--- config.mk ---
export PLATFORM = sky130hd
export DESIGN_NAME = sftx_top
export DESIGN_NICKNAME = d
export VERILOG_FILES = /design/src/rtl/sftx_pkg.sv /design/src/rtl/sftx_crc.sv /design/src/rtl/sftx_stuff.sv /design/src/rtl/sftx_top.sv
export SDC_FILE = /design/constraint.sdc
export NUM_CORES = 1
export LEC_CHECK = 0
export BUFFER_PORTS_ARGS = -buffer_cell sky130_fd_sc_hd__buf_2
export CORE_MARGIN = 2
export CORE_UTILIZATION = 56
export CTS_BUF_LIST = sky130_fd_sc_hd__clkbuf_4
export DETAILED_ROUTE_END_ITERATION = 8
export PLACE_DENSITY = 0.85
export SYNTH_ARGS = -nofsm -noshare
export SYNTH_HDL_FRONTEND = slang
export SYNTH_HIERARCHICAL = 1
export SYNTH_SLANG_ARGS = --single-unit
--- constraint.sdc ---
create_clock -name clk -period 3.05 [get_ports clk]
set_clock_uncertainty 0.2 [all_clocks]
set_input_delay 0.305 -clock clk [delete_from_list [all_inputs] [get_ports clk]]
set_output_delay 0.305 -clock clk [all_outputs]
set_load 0.02 [all_outputs]
--- src/rtl/sftx_pkg.sv ---
package sftx_pkg;

    localparam int          FLAG_BITS = 8;
    localparam logic [7:0]  FLAG_PAT  = 8'h7E;
    localparam logic [31:0] POLY16    = 32'h0000_8408;
    localparam logic [31:0] POLY32    = 32'hEDB8_8320;
    localparam logic [31:0] INIT16    = 32'h0000_FFFF;
    localparam logic [31:0] INIT32    = 32'hFFFF_FFFF;

    typedef enum logic [2:0] {
        ST_IDLE, ST_PRE, ST_OFLAG, ST_DATA, ST_CRC, ST_CFLAG, ST_FIN
    } tx_state_e;

    typedef enum logic [1:0] {
        MODE_CSMA, MODE_SDLC, MODE_RAW
    } tx_mode_e;

    typedef struct packed {
        tx_mode_e   mode;
        logic       crc32;
        logic       addr16;
        logic [6:0] pre_bits;
    } tx_cfg_t;

    function automatic logic [6:0] pre_len_bits(input logic [1:0] code);
        case (code)
            2'd0:    return 7'd0;
            2'd1:    return 7'd8;
            2'd2:    return 7'd32;
            default: return 7'd64;
        endcase
    endfunction

    function automatic logic [6:0] crc_len(input logic wide);
        return wide ? 7'd32 : 7'd16;
    endfunction

    function automatic logic [31:0] crc_step(input logic [31:0] r, input logic b, input logic wide);
        logic fb;
        fb = r[0] ^ b;
        return (r >> 1) ^ (fb ? (wide ? POLY32 : POLY16) : 32'h0);
    endfunction

endpackage

--- src/rtl/sftx_crc.sv ---
module sftx_crc
    import sftx_pkg::*;
(
    input  logic clk,
    input  logic rst,
    input  logic init,
    input  logic wide,
    input  logic step_en,
    input  logic din,
    input  logic shift_en,
    output logic crc_lsb
);
    logic [31:0] crc_q;

    always_ff @(posedge clk) begin
        if (rst) begin
            crc_q <= '0;
        end else if (init) begin
            crc_q <= wide ? INIT32 : INIT16;
        end else if (step_en) begin
            crc_q <= crc_step(crc_q, din, wide);
        end else if (shift_en) begin
            crc_q <= crc_q >> 1;
        end
    end

    assign crc_lsb = crc_q[0];
endmodule

--- src/rtl/sftx_stuff.sv ---
module sftx_stuff #(
    parameter int RUN_LEN = 5
) (
    input  logic clk,
    input  logic rst,
    input  logic clr,
    input  logic cnt_en,
    input  logic din,
    output logic need
);
    localparam int CW = $clog2(RUN_LEN + 1);

    logic [CW-1:0] ones_q;

    always_ff @(posedge clk) begin
        if (rst || clr) begin
            ones_q <= '0;
        end else if (cnt_en) begin
            ones_q <= din ? ones_q + 1'b1 : '0;
        end
    end

    assign need = (ones_q == CW'(RUN_LEN));
endmodule

--- src/rtl/sftx_top.sv ---
module sftx_top
    import sftx_pkg::*;
#(
    parameter int BYTE_W  = 8,
    parameter int RUN_LEN = 5
) (
    input  logic              clk,
    input  logic              rst,
    input  logic              cfg_sdlc,
    input  logic              cfg_raw,
    input  logic              cfg_crc32,
    input  logic              cfg_addr16,
    input  logic [1:0]        cfg_pre_len,
    input  logic              tx_start,
    input  logic [BYTE_W-1:0] in_data,
    input  logic              in_valid,
    input  logic              in_last,
    output logic              in_ready,
    input  logic              bit_en,
    output logic              tx_out,
    output logic              tx_addr,
    output logic              tx_busy,
    output logic              tx_done,
    output logic              cfg_err,
    input  logic              rx_line,
    output logic              rx_data
);
    localparam int IDX_W = $clog2(BYTE_W);

    tx_state_e         st;
    tx_cfg_t           cfg_q;
    logic [6:0]        cnt;
    logic [BYTE_W-1:0] sh;
    logic              last_q;
    logic [IDX_W-1:0]  bidx;
    logic [1:0]        byte_no;
    logic              tx_q, adr_q, done_q;

    logic is_sdlc, is_csma, is_raw;
    logic stuff_need, crc_lsb;
    logic stuff_now, need_byte, adv, cur_bit, start_ok, start_fire;
    logic [1:0] addr_bytes;

    assign is_sdlc    = (cfg_q.mode == MODE_SDLC);
    assign is_csma    = (cfg_q.mode == MODE_CSMA);
    assign is_raw     = (cfg_q.mode == MODE_RAW);
    assign addr_bytes = cfg_q.addr16 ? 2'd2 : 2'd1;

    always_comb begin
        cfg_err    = !cfg_raw && !cfg_sdlc && (cfg_pre_len == 2'd0);
        start_ok   = (st == ST_IDLE) && tx_start && !cfg_err;
        start_fire = start_ok && in_valid;
        stuff_now  = is_sdlc && stuff_need &&
                     ((st == ST_DATA) || (st == ST_CRC) || ((st == ST_CFLAG) && (cnt == 7'd0)));
        need_byte  = (st == ST_DATA) && !stuff_now &&
                     (bidx == IDX_W'(BYTE_W - 1)) && !last_q;
        adv        = bit_en && (st != ST_IDLE) && !(need_byte && !in_valid);
        in_ready   = start_ok || (bit_en && need_byte);
    end

    always_comb begin
        cur_bit = 1'b1;
        case (st)
            ST_PRE:   cur_bit = (is_csma && (cnt >= cfg_q.pre_bits - 7'd2)) ? 1'b1 : ~cnt[0];
            ST_OFLAG: cur_bit = FLAG_PAT[cnt[2:0]];
            ST_DATA:  cur_bit = stuff_now ? 1'b0 : sh[0];
            ST_CRC:   cur_bit = stuff_now ? 1'b0 : ~crc_lsb;
            ST_CFLAG: cur_bit = stuff_now ? 1'b0 : FLAG_PAT[cnt[2:0]];
            default:  cur_bit = 1'b1;
        endcase
    end

    sftx_crc u_crc (
        .clk      (clk),
        .rst      (rst),
        .init     (start_fire),
        .wide     (start_fire ? cfg_crc32 : cfg_q.crc32),
        .step_en  (adv && (st == ST_DATA) && !stuff_now && !is_raw),
        .din      (sh[0]),
        .shift_en (adv && (st == ST_CRC) && !stuff_now),
        .crc_lsb  (crc_lsb)
    );

    sftx_stuff #(.RUN_LEN(RUN_LEN)) u_stuff (
        .clk    (clk),
        .rst    (rst),
        .clr    (start_fire || (adv && stuff_now)),
        .cnt_en (adv && !stuff_now && is_sdlc && ((st == ST_DATA) || (st == ST_CRC))),
        .din    (cur_bit),
        .need   (stuff_need)
    );

    always_ff @(posedge clk) begin
        if (rst) begin
            st      <= ST_IDLE;
            cfg_q   <= '{mode: MODE_CSMA, crc32: 1'b0, addr16: 1'b0, pre_bits: 7'd0};
            cnt     <= '0;
            sh      <= '0;
            last_q  <= 1'b0;
            bidx    <= '0;
            byte_no <= '0;
            tx_q    <= 1'b1;
            adr_q   <= 1'b0;
            done_q  <= 1'b0;
        end else begin
            done_q <= 1'b0;
            if (start_fire) begin
                cfg_q.mode     <= cfg_raw ? MODE_RAW : (cfg_sdlc ? MODE_SDLC : MODE_CSMA);
                cfg_q.crc32    <= cfg_crc32;
                cfg_q.addr16   <= cfg_addr16;
                cfg_q.pre_bits <= pre_len_bits(cfg_pre_len);
                sh      <= in_data;
                last_q  <= in_last;
                cnt     <= '0;
                bidx    <= '0;
                byte_no <= '0;
                if (cfg_raw)
                    st <= ST_DATA;
                else if (cfg_pre_len == 2'd0)
                    st <= ST_OFLAG;
                else
                    st <= ST_PRE;
            end else if (adv) begin
                tx_q  <= cur_bit;
                adr_q <= (st == ST_DATA) && (byte_no < addr_bytes);
                if (!stuff_now) begin
                    case (st)
                        ST_PRE: begin
                            if (cnt == cfg_q.pre_bits - 7'd1) begin
                                cnt <= '0;
                                st  <= is_sdlc ? ST_OFLAG : ST_DATA;
                            end else begin
                                cnt <= cnt + 7'd1;
                            end
                        end
                        ST_OFLAG: begin
                            if (cnt == 7'(FLAG_BITS - 1)) begin
                                cnt <= '0;
                                st  <= ST_DATA;
                            end else begin
                                cnt <= cnt + 7'd1;
                            end
                        end
                        ST_DATA: begin
                            sh   <= sh >> 1;
                            bidx <= bidx + 1'b1;
                            if (bidx == IDX_W'(BYTE_W - 1)) begin
                                bidx <= '0;
                                if (byte_no != 2'd3) byte_no <= byte_no + 2'd1;
                                if (last_q) begin
                                    cnt <= '0;
                                    st  <= is_raw ? ST_FIN : ST_CRC;
                                end else begin
                                    sh     <= in_data;
                                    last_q <= in_last;
                                end
                            end
                        end
                        ST_CRC: begin
                            if (cnt == crc_len(cfg_q.crc32) - 7'd1) begin
                                cnt <= '0;
                                st  <= is_sdlc ? ST_CFLAG : ST_FIN;
                            end else begin
                                cnt <= cnt + 7'd1;
                            end
                        end
                        ST_CFLAG: begin
                            if (cnt == 7'(FLAG_BITS - 1)) begin
                                cnt <= '0;
                                st  <= ST_FIN;
                            end else begin
                                cnt <= cnt + 7'd1;
                            end
                        end
                        ST_FIN: begin
                            st     <= ST_IDLE;
                            done_q <= 1'b1;
                        end
                        default: st <= ST_IDLE;
                    endcase
                end
            end
        end
    end

    assign tx_out  = tx_q;
    assign tx_addr = adr_q;
    assign tx_busy = (st != ST_IDLE);
    assign tx_done = done_q;
    assign rx_data = cfg_raw ? tx_q : rx_line;

endmodule

# Word-level counts from Yosys, hierarchy flattened
# Memory sizes are Yosys's and may differ from the RTL's. A register that Yosys moved wholly into a read port is not among the register bits.
# Index checks and enable logic that the tools add are counted.
# totals
register_bits	73
memories	1
in_bits	21
rom_bits	8
# mem_list
memory	words	width	read_ports	rd_ports_with_merged_regs	write_ports	line_no	source
(no name shown)	8	1	1	1	0	sftx_top.sv:68	ST_CFLAG: cur_bit = stuff_now ? 1'b0 : FLAG_PAT[cnt[2:0]];
# classes
eq_ne	25
n_lt_le_gt_ge	3
n_reduce_logical	59
n_addsub	7
n_bitwise	7
muxes	57
# ops
op	n
$mux 32	6
$mux 8	6
$mux 3	13
$mux 7	5
$xor 31x32->32	1
$pmux 7 s4	1
$logic_and 1x1->1	26
$pmux 7 s3	1
$mux 1	16
$eq 3x3->1 const B	5
$pmux 3 s5	1
$eq 7x7->1	2
$mux 2	6
$reduce_and 5->1	2
$ne 3x2->1 const B	3
$ne 3x3->1 const B	3
$logic_not 1->1	8
$reduce_and 8->1	1
$add 7x1->7 const B	1
$eq 7x3->1 const B	1
$ge 7x7->1	1
$logic_not 7->1	1
$sub 6x1->7 const B	1
$sub 7x1->7 const B	1
other kinds (26)	46

# Logic depth before layout (Yosys ltp)
# Gate-level depths: netlist of run 1.
# depth
word_depth	16
mapped_depth	14
ltp_nobuf	11

# Cells and area by module
# The synthesis of run 1 kept the hierarchy.
# modules_own_cells
module	area_per_inst_um2	cells_each	instances	seq_area_each_um2
sftx_top	2366.0	281	1	700.7
sftx_crc	1307.5	144	1	640.6
sftx_stuff	168.9	18	1	60.1

# Worst setup path before layout of run 1
# Ideal clock, no wire load.
# synth_timing
path_kind	reg2reg
startpoint	reg u_stuff.ones_q[1]
endpoint	reg u_crc.crc_q[31]
path_slack_ns	-0.003
period_less_slack_ns	3.053
setup_time_ns	0.129
path_buffers	4
required_time_ns	2.721
t_arrival_ns	2.725
stages_incl_launch_ff	15
path_cell_list	dfxtp_1 -> inv_1 -> ha_1 -> and2_1 -> and3b_1 -> buf_6 -> o41ai_4 -> a211o_1 -> buf_6 -> a21oi_1 -> or3_1 -> buf_2 -> clkbuf_1 -> o22ai_1 -> nor2_1
# synth_between
elab_chain_cells	15
# synth_rtl
item	line_no	source
start, declared	sftx_stuff.sv:13	logic [CW-1:0] ones_q;
start signal, assigned	sftx_stuff.sv:19	ones_q <= din ? ones_q + 1'b1 : '0;
$eq 3x3->1 *	sftx_stuff.sv:23	assign need = (ones_q == CW'(RUN_LEN));
named net stuff_need	sftx_top.sv:40	logic stuff_need, crc_lsb;
$logic_and 1x1->1 * (2 in a row)	sftx_top.sv:53	stuff_now = is_sdlc && stuff_need &&
$logic_not 1->1 *	n/a	
$logic_and 1x1->1 (2 in a row)	sftx_top.sv:55	need_byte = (st == ST_DATA) && !stuff_now &&
$logic_and 1x1->1	sftx_top.sv:56	(bidx == IDX_W'(BYTE_W - 1)) && !last_q;
$logic_and 1x1->1	sftx_top.sv:57	adv = bit_en && (st != ST_IDLE) && !(need_byte && !in_valid);
$logic_not 1->1	sftx_top.sv:57	
$logic_and 1x1->1	sftx_top.sv:57	
$logic_and 1x1->1 (3 in a row)	sftx_top.sv:78	.step_en (adv && (st == ST_DATA) && !stuff_now && !is_raw),
$mux 32	sftx_crc.sv:20	end else if (step_en) begin
$mux 32	sftx_crc.sv:18	end else if (init) begin
end signal, assigned	sftx_crc.sv:19	crc_q <= wide ? INIT32 : INIT16;
end signal, assigned	sftx_crc.sv:21	crc_q <= crc_step(crc_q, din, wide);
end signal, assigned	sftx_crc.sv:23	crc_q <= crc_q >> 1;
end, declared	sftx_crc.sv:13	logic [31:0] crc_q;
# Mark *: on every way through the listed nets, which the timed path passes. The rest lies on a longest branch.
# A chain may end at the register's enable or synchronous reset.

# Worst setup path in the final report of run 1
# layout_timing
startpoint	in cfg_raw
endpoint	reg u_crc.crc_q[20]
# layout_between
elab_chain_cells	12
# layout_rtl
item	line_no	source
start, declared	sftx_top.sv:10	input logic cfg_raw,
$logic_not 1->1 *	sftx_top.sv:50	cfg_err = !cfg_raw && !cfg_sdlc && (cfg_pre_len == 2'd0);
$logic_and 1x1->1 * (2 in a row)	sftx_top.sv:50	
$logic_not 1->1 *	sftx_top.sv:51	start_ok = (st == ST_IDLE) && tx_start && !cfg_err;
$logic_and 1x1->1 *	sftx_top.sv:51	
$logic_and 1x1->1 *	sftx_top.sv:52	start_fire = start_ok && in_valid;
named net start_fire	sftx_top.sv:41	logic stuff_now, need_byte, adv, cur_bit, start_ok, start_fire;
$mux 1	sftx_top.sv:77	.wide (start_fire ? cfg_crc32 : cfg_q.crc32),
$mux 32 (2 in a row)	sftx_pkg.sv:41	return (r >> 1) ^ (fb ? (wide ? POLY32 : POLY16) : 32'h0);
$xor 31x32->32	sftx_pkg.sv:41	
$mux 32	sftx_crc.sv:20	
$mux 32	sftx_crc.sv:18	
# Marked as above.

==> results.tsv, run 1 <==
metric	value	unit
max incr delay on CP	620	ps
syn nets	478	
initial antenna violation count	0	
Register Area	1400	um^2
Layout fillers	524	
Clock Root Buffer	clkbuf_4	
hpwl dp	6170	um
PnR worst setup slack	178	ps
crit path buf inv count	4	
io pins	28	
crit-path cells	dlygate4sd3_1 -> buf_2 -> or4_1 -> nand4_4 -> clkinvlp_4 -> nand2_1 -> nand2_1 -> and3_1 -> buf_12 -> xnor2_1 -> a211oi_1	
total CTS buffers	9	
Initial Util	57.2	%
peak fanout along the critical path	13	
status	completed	
RSZ-0062 raised after global routing	false	
input/output buffers	27	
P&R area growth vs syn	11.6	%
Synth top cells by count	dfxtp_1, nor2_1, nor3_1	
setup violators final	0	
Synth warnings	6	
vias in the first global route	3135	
top_reg_cell synth	dfxtp_1	
kind of critical path	in2reg	
per-cell routed wire length	15.5	um
die height	86.8	um
1st-pass router iterations	5	
f_max	0.348	GHz
nets	509	
Final Cycle Share	94.2	%
LEAKAGE	1.61	nW
post-synthesis instance total	443	
GR Overflow Total	0	
initial detailed-routing violation count	236	
Hold Crit Class	in2reg	
register area share after synthesis	36.5	%
worst slack, placed	213	ps
post-synthesis cell type count	64	
ys async rst share	0	%
top post-synthesis cells by area	dfxtp_1, nor2_1, ha_1	
Critical Path End Type	flop	
largest net degree at the start of global routing	35	
Arr. time, crit path	3010	ps
flops & latches, synth	70	
GP Congestion	0.908	
Worst setup SP type	input port	
core area	6720	um^2
worst skew pair latency	430	ps
Slew @ Worst Pin	725	ps
Crit-path slowest cell	or4_1	
clock buffer depth	2	
area of the multi-input gates	2210	um^2
WP data required	3190	ps
delay-heaviest family, CP	simple AND/OR/NAND/NOR gates	
final WL	8690	um
buffer count from post-CTS setup fixing	0	
max_cap viols	0	
final slew viol count	0	
vias per cell	6.03	
Post-synth EDFFs	0	
Cell Pwr Density	507	nW/um^2
row cnt	30	
leading area contributor after synthesis	dfxtp_1	
Remaining DRCs	0	
Final ANT Viol Nets	0	
Mean Syn Cell Area	8.67	um^2
most common cell in the netlist	dfxtp_1	
DIE WIDTH	86.8	um
Antenna Cells	0	
Reg clk slew, reported paths	120	ps
share of post-route cells with drive strength above 1	18.8	%
worst-case vdd ir drop	0.000292	V
Max-slew headroom	51.0	%
Total Routing Usage GR	24.2	%
critical path's most frequent cell	nand2_1	
die area	7540	um^2
Mapped Area	3840	um^2
H-tree depth	3	
TritonCTS clock tree	done	
DR vias	3368	
post-synth top area share	36.5	%
number of clock sinks	70	
fin crit period	2870	ps
TNS Setup	0	ps
Hold Fails Final Rpt	0	
first-pass GRT wire length	14500	um
per-stage QoR:
stage,hold WS (ps),cells,util [%],total power (W),cell area [um^2]
after detailed placement,273,537,60.1,0.00146,4040
after global routing,22.4,559,63.8,0.00227,4290
after floorplan,170,443,-,0.00135,3840
after CTS,15.8,559,63.6,0.00218,4270
final,28.5,559,63.8,0.00218,4290
after global placement,256,537,60.1,0.00145,4040
report_power, final:
part | total, W | switching (W) | internal (W)
sequential | 0.00103 | 0.0000541 | 0.000977
clock | 0.000720 | 0.000375 | 0.000345
combinational | 0.000426 | 0.000248 | 0.000178
total | 0.00218 | 0.000677 | 0.00150
final timing paths:
path              slack, ps                           start                           end  cells past startpoint
setup / recovery        180                         cfg_raw  u_crc/crc_q[20]$_SDFFE_PP0P_                     11
hold / removal           30                             rst  u_crc/crc_q[31]$_SDFFE_PP0P_                      2
setup reg to reg        190  u_stuff/ones_q[1]$_SDFFE_PP0P_  u_crc/crc_q[31]$_SDFFE_PP0P_                     11
hold reg to reg         290            bidx[0]$_SDFFE_PP0P_          bidx[0]$_SDFFE_PP0P_                      2
routing by layer:
metal  vias to the layer above  part of all wire, %  global-route usage [%]
met5                         -                    0                       0
li1                       1652                    -                       -
met3                        15                  5.3                    3.71
met1                      1603                   44                    31.4
met4                         0                  1.8                    9.80
met2                        98                   49                    40.1
flip-flops by register name (all words and copies together), names as in the netlist, named ones only:
register,count
bidx,3
byte_no,2
cfg_q,7
cnt,7
last_q,1
sh,8
st,3
tx_addr,1
tx_done,1
tx_out,1
u_crc/crc_q,32
u_stuff/ones_q,3
cell type report:
cell class,instances,area share (%)
multi-input cells,326,51.6
flip-flops and latches,70,32.7
repair buffers,49,7.64
clock inverters,7,2.48
well taps,80,2.33
inverters,18,1.66
clock buffers,9,1.58
layout by cell type (no fill, tap or decap), types with 2 or more instances in the layout:
cell type | Yosys | routed
a211oi_1 | 16 | 16
inv_1 | 18 | 17
xnor2_1 | 16 | 16
mux2i_1 | 14 | 14
bufinv_16 | 0 | 2
mux2_2 | 2 | 2
a22oi_1 | 9 | 9
or4_1 | 2 | 2
dlygate4sd3_1 | 0 | 6
nor2_1 | 60 | 60
nor4_1 | 3 | 3
nor3_1 | 30 | 30
a31oi_1 | 2 | 2
o31ai_1 | 3 | 3
ha_1 | 14 | 14
nand2b_1 | 3 | 3
nand3b_1 | 3 | 3
a211o_1 | 3 | 3
and3_1 | 2 | 2
nand2_1 | 26 | 26
clkbuf_4 | 0 | 9
clkinv_4 | 0 | 3
nor3b_1 | 8 | 8
buf_2 | 5 | 27
xor2_1 | 4 | 4
and2_1 | 5 | 5
buf_4 | 1 | 15
o21ai_0 | 10 | 10
a21oi_1 | 29 | 28
a211oi_2 | 12 | 12
dfxtp_1 | 70 | 69
or3_1 | 2 | 2
nor3_2 | 3 | 3
a2bb2oi_1 | 2 | 2
o41ai_1 | 2 | 2
nand3_1 | 7 | 7
nor2b_1 | 6 | 6
o22a_1 | 2 | 2
worst reg2reg max path: cells and delay by family (launching register included):
family          cells  cell delay [ps]
buf+inv             2              240
simple gates        6             1120
flops               1              380
compound gates      2              660
fa+ha+maj           1              160
cells by family (layout without fill, tap and decap cells):
logic type,after synthesis,count (layout),synth area share [%]
XOR/XNOR,20,20,4.56
AND/OR/NAND/NOR,173,173,23.6
buffers and inverters,47,83,6.25
AO/OA/AOI/OAI,103,103,20.4
multiplexers,16,16,4.23
flip-flops,70,70,36.5
adder cells (fa/ha/maj),14,14,4.56
what timing repair did:
action | in CTS | in global routing
hold endpoints to repair | 5 | 0
setup endpoints to repair | 0 | 15
hold buffers | 6 | 0
gates resized for setup | 0 | 4
Note: power is estimated with default switching activity, not from simulation.
==> run 2: changes to the inputs <==
--- a/config.mk
+++ b/config.mk
@@ -10,6 +10,7 @@
 export CORE_UTILIZATION = 56
 export CTS_BUF_LIST = sky130_fd_sc_hd__clkbuf_4
 export DETAILED_ROUTE_END_ITERATION = 8
+export HOLD_SLACK_MARGIN = 0.12
 export PLACE_DENSITY = 0.85
 export SYNTH_ARGS = -nofsm -noshare
 export SYNTH_HDL_FRONTEND = slang
==> run 2 against run 1 <==
Sequential share of layout area fell by 0.75 points. Global-route usage rose by 1.1 points. Hold slack improved by 160 ps. Sequential cell count did not move. Total power rose by 0.37%. Setup slack got worse by 37 ps. Wire length rose by 4.5%. Die area did not move. Combinational power rose by 3%. Final area rose by 2.2%.
==> results.tsv, run 2 (synthesis gave the netlist of run 1 again) <==
metric	value	unit	change
status	completed		
P&R area growth vs syn	14.1	%	
initial antenna violation count	0		unchanged
worst slack, placed	213	ps	unchanged
max FFs per register	32		unchanged
hold_sp	in_valid		
clock buffer depth	2		unchanged
Cell Pwr Density	498	nW/um^2	-1.8%
Antenna Cells	0		unchanged
Area after DPL	4040	um^2	unchanged
io pins	28		unchanged
initial detailed-routing violation count	244		+3.4%
Power, Total	0.00218	W	+0.37%
hold endpoint	tx_out$_SDFFE_PP1P_		
largest net degree at the start of global routing	35		unchanged
max incr delay on CP	490	ps	-130 ps
Arr. time, crit path	3030	ps	+20 ps
Clock Root Buffer	clkbuf_4		
DIE WIDTH	86.8	um	unchanged
Critical Path End Type	flop		
Hold Crit Class	in2reg		
Final ANT Viol Nets	0		unchanged
LEAKAGE	1.67	nW	+3.2%
f_max	0.344	GHz	-1.3%
GR Overflow Total	0		unchanged
RSZ-0062 raised after global routing	false		
fin crit period	2910	ps	+37.5 ps
top flop regs	u_crc/crc_q x32, sh x8		
Reg-to-Reg End	u_crc/crc_q[31]$_SDFFE_PP0P_		
H-tree depth	3		unchanged
share of post-route cells with drive strength above 1	18.2	%	-0.63 points
core area	6720	um^2	unchanged
vias per cell	6.02		about the same
PnR worst setup slack	141	ps	-37.5 ps
Worst setup SP type	flop		
hpwl dp	6170	um	unchanged
vias in the first global route	3253		+3.8%
crit-path cells	inv_1 -> ha_1 -> and2_1 -> and3b_1 -> o41a_1 -> nand2_1 -> nor3_1 -> or3_1 -> buf_4 -> o22ai_1 -> nor2_1		
Layout fillers	507		-3.2%
Worst Reg-to-Reg Cells	11		unchanged
Cells on Worst Hold Path	3		+1
Reg clk slew, reported paths	130	ps	about the same
# placed instances	537		unchanged
commonest non-fill, non-tap cell in the layout	dfxtp_1		
Initial Util	57.2	%	unchanged
DR vias	3433		+1.9%
nets	520		+2.2%
final cell utilization of the core	65.3	%	+1.4 points
1st-pass router iterations	5		unchanged
Slew @ Worst Pin	743	ps	+18.0 ps
post-route insts no fill	570		+2.0%
Hold Fails Final Rpt	0		unchanged
delay-heaviest family, CP	simple AND/OR/NAND/NOR gates		
buffer count from post-CTS setup fixing	0		unchanged
Max-slew headroom	49.8	%	-1.2 points
most flop-heavy register	u_crc/crc_q		
Crit-path slowest cell	o41a_1		
first-pass GRT wire length	15100	um	+3.9%
setup violators final	0		unchanged
die height	86.8	um	unchanged
WP data required	3170	ps	-20 ps
most frequent cells in the layout	dfxtp_1, nor2_1, nor3_1		
max_cap viols	0		unchanged
GP Congestion	0.908		unchanged
Reg2Reg Launch Point	u_stuff/ones_q[1]$_SDFFE_PP0P_		
final WL	9080	um	+4.5%
kind of critical path	reg2reg		
worst-case vdd ir drop	0.000298	V	+1.8%
Total Routing Usage GR	25.3	%	+1.1 points
Final Cycle Share	95.4	%	+1.2 points
row cnt	30		unchanged
design area	4390	um^2	+2.2%
input/output buffers	27		unchanged
worst skew pair latency	430	ps	about the same
TritonCTS clock tree	done		
Worst R2R Setup Slack	140	ps	-50 ps
peak fanout along the critical path	11		-2
number of clock sinks	70		unchanged
Remaining DRCs	0		unchanged
crit path buf inv count	2		-2
die area	7540	um^2	unchanged
total CTS buffers	9		unchanged
per-cell routed wire length	15.9	um	+2.5%
final slew viol count	0		unchanged
## run 2: changes by cell type in the layout (fill, tap and decap cells not counted), sizes merged
| cell | previous run | this run |
|---|---|---|
| clkinvlp | 1 | 0 |
| dlygate4sd3 | 6 | 17 |
| inv | 19 | 20 |
## run 2: what timing repair did
| item | 4_1_cts | 5_1_grt |
|---|---|---|
| setup endpoints to repair | 0 | 16 |
| hold buffers | 17 | 0 |
| hold endpoints to repair | 27 | 0 |
| resized for setup | 0 | 2 |
## run 2: metal layers
layer  wire length [um]  GRT usage (%)  vias to the layer above
met3                464           4.00                       22
met2               4460           41.7                      115
li1                   -              -                     1676
met5                  0              0                        -
met1               3910           32.0                     1620
met4                245           12.5                        0
## run 2: worst max-delay path by stage
stage | slack [ps] | from | cells after the start | end
3_5_place_dp | 210 | u_stuff/ones_q[0]$_SDFFE_PP0P_ | 10 | u_crc/crc_q[20]$_SDFFE_PP0P_
2_1_floorplan | -3 | u_stuff/ones_q[1]$_SDFFE_PP0P_ | 14 | u_crc/crc_q[31]$_SDFFE_PP0P_
5_1_grt | 3 | st[0]$_SDFFE_PP0P_ | 10 | u_crc/crc_q[18]$_SDFFE_PP0P_
4_1_cts | 160 | st[0]$_SDFFE_PP0P_ | 8 | u_crc/crc_q[20]$_SDFFE_PP0P_
6_report | 140 | u_stuff/ones_q[1]$_SDFFE_PP0P_ | 11 | u_crc/crc_q[31]$_SDFFE_PP0P_
3_3_place_gp | 280 | u_stuff/ones_q[1]$_SDFFE_PP0P_ | 11 | u_crc/crc_q[8]$_SDFFE_PP0P_
## run 2: cell type report
type / instances / area, um^2 / share of cell area, %
Multi-Input combinational cell: 326 / 2200 / 50.3
Sequential cell: 70 / 1400 / 32.0
Timing Repair Buffer: 60 / 438 / 9.99
Clock inverter: 7 / 106 / 2.43
Tap cell: 80 / 100 / 2.28
Clock buffer: 9 / 67.6 / 1.54
Inverter: 18 / 67.6 / 1.54
## run 2: tightest hold or removal path: stages
cell     delay, ps
buf_2          130
o41a_1         220
a211o_1        130
## run 2: power breakdown
group / switching (W) / internal, W
Sequential: 0.0000539 / 0.000976
Clock: 0.000372 / 0.000345
Combinational: 0.000251 / 0.000186
Total: 0.000677 / 0.00151
## run 2: metrics by stage
| step | TNS (ps) | hold slack, ps |
|---|---|---|
| finish | 0 | 189 |
| detailed placement | 0 | 273 |
| global placement | 0 | 256 |
| floorplan | -3.47 | 170 |
| CTS | 0 | 177 |
| global route | 0 | 206 |
==> run 3: changes to the inputs <==
--- a/config.mk
+++ b/config.mk
@@ -5,13 +5,14 @@
 export SDC_FILE = /design/constraint.sdc
 export NUM_CORES = 1
 export LEC_CHECK = 0
+export ABC_AREA = 1
 export BUFFER_PORTS_ARGS = -buffer_cell sky130_fd_sc_hd__buf_2
 export CORE_MARGIN = 2
-export CORE_UTILIZATION = 56
+export CORE_UTILIZATION = 57
 export CTS_BUF_LIST = sky130_fd_sc_hd__clkbuf_4
 export DETAILED_ROUTE_END_ITERATION = 8
 export HOLD_SLACK_MARGIN = 0.12
-export PLACE_DENSITY = 0.85
+export PLACE_DENSITY = 0.86
 export SYNTH_ARGS = -nofsm -noshare
 export SYNTH_HDL_FRONTEND = slang
 export SYNTH_HIERARCHICAL = 1
==> run 3 against run 2 <==
Hold slack got worse by 48 ps. Combinational power decreased by 38%. Register-to-register slack improved by 80 ps. Critical path type unchanged. Largest cell class unchanged.
==> results.tsv, run 3 <==
metric	value	unit	change
Worst Reg-to-Reg Cells	15		+4
total CTS buffers	9		unchanged
TritonCTS clock tree	done		
Arr. time, crit path	3000	ps	-30 ps
row cnt	30		unchanged
Antenna Cells	0		unchanged
H-tree depth	3		unchanged
max FFs per register	32		unchanged
Final Cycle Share	92.7	%	-2.7 points
Worst setup SP type	flop		
fin crit period	2830	ps	-82.2 ps
Fin Hold WS	141	ps	-48.3 ps
top_reg_cell synth	dfxtp_1		
Clock Root Buffer	clkbuf_4		
number of clock sinks	70		unchanged
max_cap viols	0		unchanged
f_max	0.354	GHz	+2.9%
max incr delay on CP	380	ps	-110 ps
delay-heaviest family, CP	simple AND/OR/NAND/NOR gates		
die area	7740	um^2	+2.7%
clock buffer depth	2		unchanged
GR Overflow Total	0		unchanged
DIE WIDTH	88.0	um	+1.3%
io pins	28		unchanged
# placed instances	716		+33%
GP Congestion	0.919		+1.2%
share of post-route cells with drive strength above 1	16.8	%	-1.4 points
post-synth top area share	34.8	%	-1.6 points
Hold Crit Class	in2reg		
setup violators final	0		unchanged
WP data required	3220	ps	+50 ps
largest net degree at the start of global routing	26		-26%
Critical Path End Type	flop		
worst-case vdd ir drop	0.000277	V	-7.0%
Mean Syn Cell Area	6.72	um^2	-23%
post-synthesis instance total	599		+35%
top post-synthesis cells by area	dfxtp_1, nand2_1, inv_1		
Worst R2R Setup Slack	220	ps	+80 ps
most flop-heavy register	u_crc/crc_q		
leading area contributor after synthesis	dfxtp_1		
nets	686		+32%
Reg2Reg Launch Point	bidx[0]$_SDFFE_PP0P_		
Hold Fails Final Rpt	0		unchanged
Power, Total	0.00194	W	-11%
Slew @ Worst Pin	727	ps	-16.3 ps
kind of critical path	reg2reg		
most common cell in the netlist	nand2_1		
LEAKAGE	2.11	nW	+27%
critical path's most frequent cell	nand2_4		
Crit-path slowest cell	dfxtp_1		
Stages on worst setup path	15		+4
most frequent cells in the layout	nand2_1, inv_1, dfxtp_1		
Reg-to-Reg End	u_crc/crc_q[26]$_SDFFE_PP0P_		
first-pass GRT wire length	16700	um	+10%
initial antenna violation count	0		unchanged
Reg clk slew, reported paths	130	ps	about the same
initial detailed-routing violation count	302		+24%
hpwl dp	6870	um	+11%
register area share after synthesis	34.8	%	-1.6 points
final WL	9890	um	+8.9%
P&R area growth vs syn	15.4	%	
Max-slew headroom	51.2	%	+1.4 points
Synth warnings	6		unchanged
top flop regs	u_crc/crc_q x32, sh x8		
die height	88.0	um	+1.3%
crit path buf inv count	5		+3
flops & latches, synth	70		unchanged
vias in the first global route	3829		+18%
ys async rst share	0	%	unchanged
final cell utilization of the core	68.3	%	+3.1 points
DR vias	4054		+18%
Cell Pwr Density	418	nW/um^2	-16%
input/output buffers	27		unchanged
syn nets	634		+33%
Critical Path Start	bidx[0]$_SDFFE_PP0P_		
Mapped Area	4020	um^2	+4.7%
Remaining DRCs	0		unchanged
buffer count from post-CTS setup fixing	0		unchanged
Final ANT Viol Nets	0		unchanged
Post-synth EDFFs	0		unchanged
Synth top cells by count	nand2_1, inv_1, dfxtp_1		
core area	6790	um^2	+1.1%
crit-path cells	ha_1 -> ha_1 -> inv_1 -> nor2_1 -> nand4_4 -> nand2_4 -> inv_4 -> nand2_4 -> a21oi_2 -> inv_1 -> nand2_4 -> inv_4 -> buf_4 -> a21oi_1 -> a21oi_1		
status	completed		
commonest non-fill, non-tap cell in the layout	nand2_1		
Setup crit end	u_crc/crc_q[26]$_SDFFE_PP0P_		
Total Routing Usage GR	27.2	%	+1.9 points
post-synthesis cell type count	36		-44%
vias per cell	5.39		-10%
per-cell routed wire length	13.2	um	-17%
peak fanout along the critical path	21		+10
worst skew pair latency	430	ps	about the same
final slew viol count	0		unchanged
Initial Util	59.2	%	+2.0 points
post-route insts no fill	752		+32%
1st-pass router iterations	6		+1
[run 3: changes by cell type after synthesis, sizes merged, moves of 26 or more]
cell	previous run	this run
a211oi	28	2
a21oi	29	55
inv	18	91
nand2	27	162
nand3	7	42
nor3	34	7
o21ai	11	50
[run 3: repair_timing]
action | in CTS | in global routing
hold buffers | 20 | 0
hold endpoints to repair | 16 | 0
setup endpoints to repair | 0 | 31
resized for setup | 0 | 4
[run 3: cell type report]
cell class | instances | area, um^2
Clock buffer | 10 | 75.1
Clock inverter | 6 | 93.8
Fill cell | 545 | 2150
Inverter | 92 | 352
Multi-Input combinational cell | 421 | 2190
Sequential cell | 70 | 1400
Tap cell | 96 | 120
Timing Repair Buffer | 57 | 410
[run 3: logic make-up after synthesis]
group / synth area share (%)
and+or+nand+nor: 33.2
AOI/OAI and AO/OA: 15.8
buffers and inverters: 11.2
DFF: 34.8
adders and majority gates: 4.35
xor gates and xnor gates: 0.653
[run 3: worst min path at each step]
stage / start / end / cells past startpoint
6_report: rst / sh[4]$_SDFFE_PP0P_ / 5
5_1_grt: rst / sh[4]$_SDFFE_PP0P_ / 5
4_1_cts: rst / sh[4]$_SDFFE_PP0P_ / 5
3_5_place_dp: u_crc/crc_q[7]$_SDFFE_PP0P_ / u_crc/crc_q[7]$_SDFFE_PP0P_ / 2
3_3_place_gp: sh[6]$_SDFFE_PP0P_ / sh[6]$_SDFFE_PP0P_ / 2
2_1_floorplan: u_crc/crc_q[12]$_SDFFE_PP0P_ / u_crc/crc_q[12]$_SDFFE_PP0P_ / 2
[run 3: per-layer routing]
layer | up-vias | global-route usage, % | share of wire (%)
met5 | - | 0 | 0
met4 | 0 | 13.4 | 3.8
met3 | 36 | 4.24 | 4.7
met2 | 129 | 46.0 | 48
met1 | 1854 | 33.5 | 43
li1 | 2035 | - | -
[run 3: stage by stage]
| stage | TNS (ps) | worst slack (ps) | instance area (um^2) |
|---|---|---|---|
| 2_1_floorplan | 0 | 611 | 4020 |
| 3_3_place_gp | 0 | 242 | 4260 |
| 3_5_place_dp | 0 | 119 | 4260 |
| 4_1_cts | 0 | 102 | 4620 |
| 5_1_grt | -50.8 | -50.8 | 4640 |
| 6_report | 0 | 223 | 4640 |
[run 3: power breakdown]
part / switching, W / internal [W] / total [W]
Clock: 0.000349 / 0.000347 / 0.000697
Combinational: 0.000170 / 0.0000999 / 0.000270
Sequential: 0.0000233 / 0.000951 / 0.000975
[run 3: worst register-to-register path, stage by stage, from the launching register on]
cell,delay (ps)
dfxtp_1,380
ha_1,170
ha_1,210
inv_1,80
nor2_1,280
nand4_4,210
nand2_4,140
inv_4,60
nand2_4,90
a21oi_2,60
inv_1,110
nand2_4,110
inv_4,250
buf_4,220
a21oi_1,60
a21oi_1,150
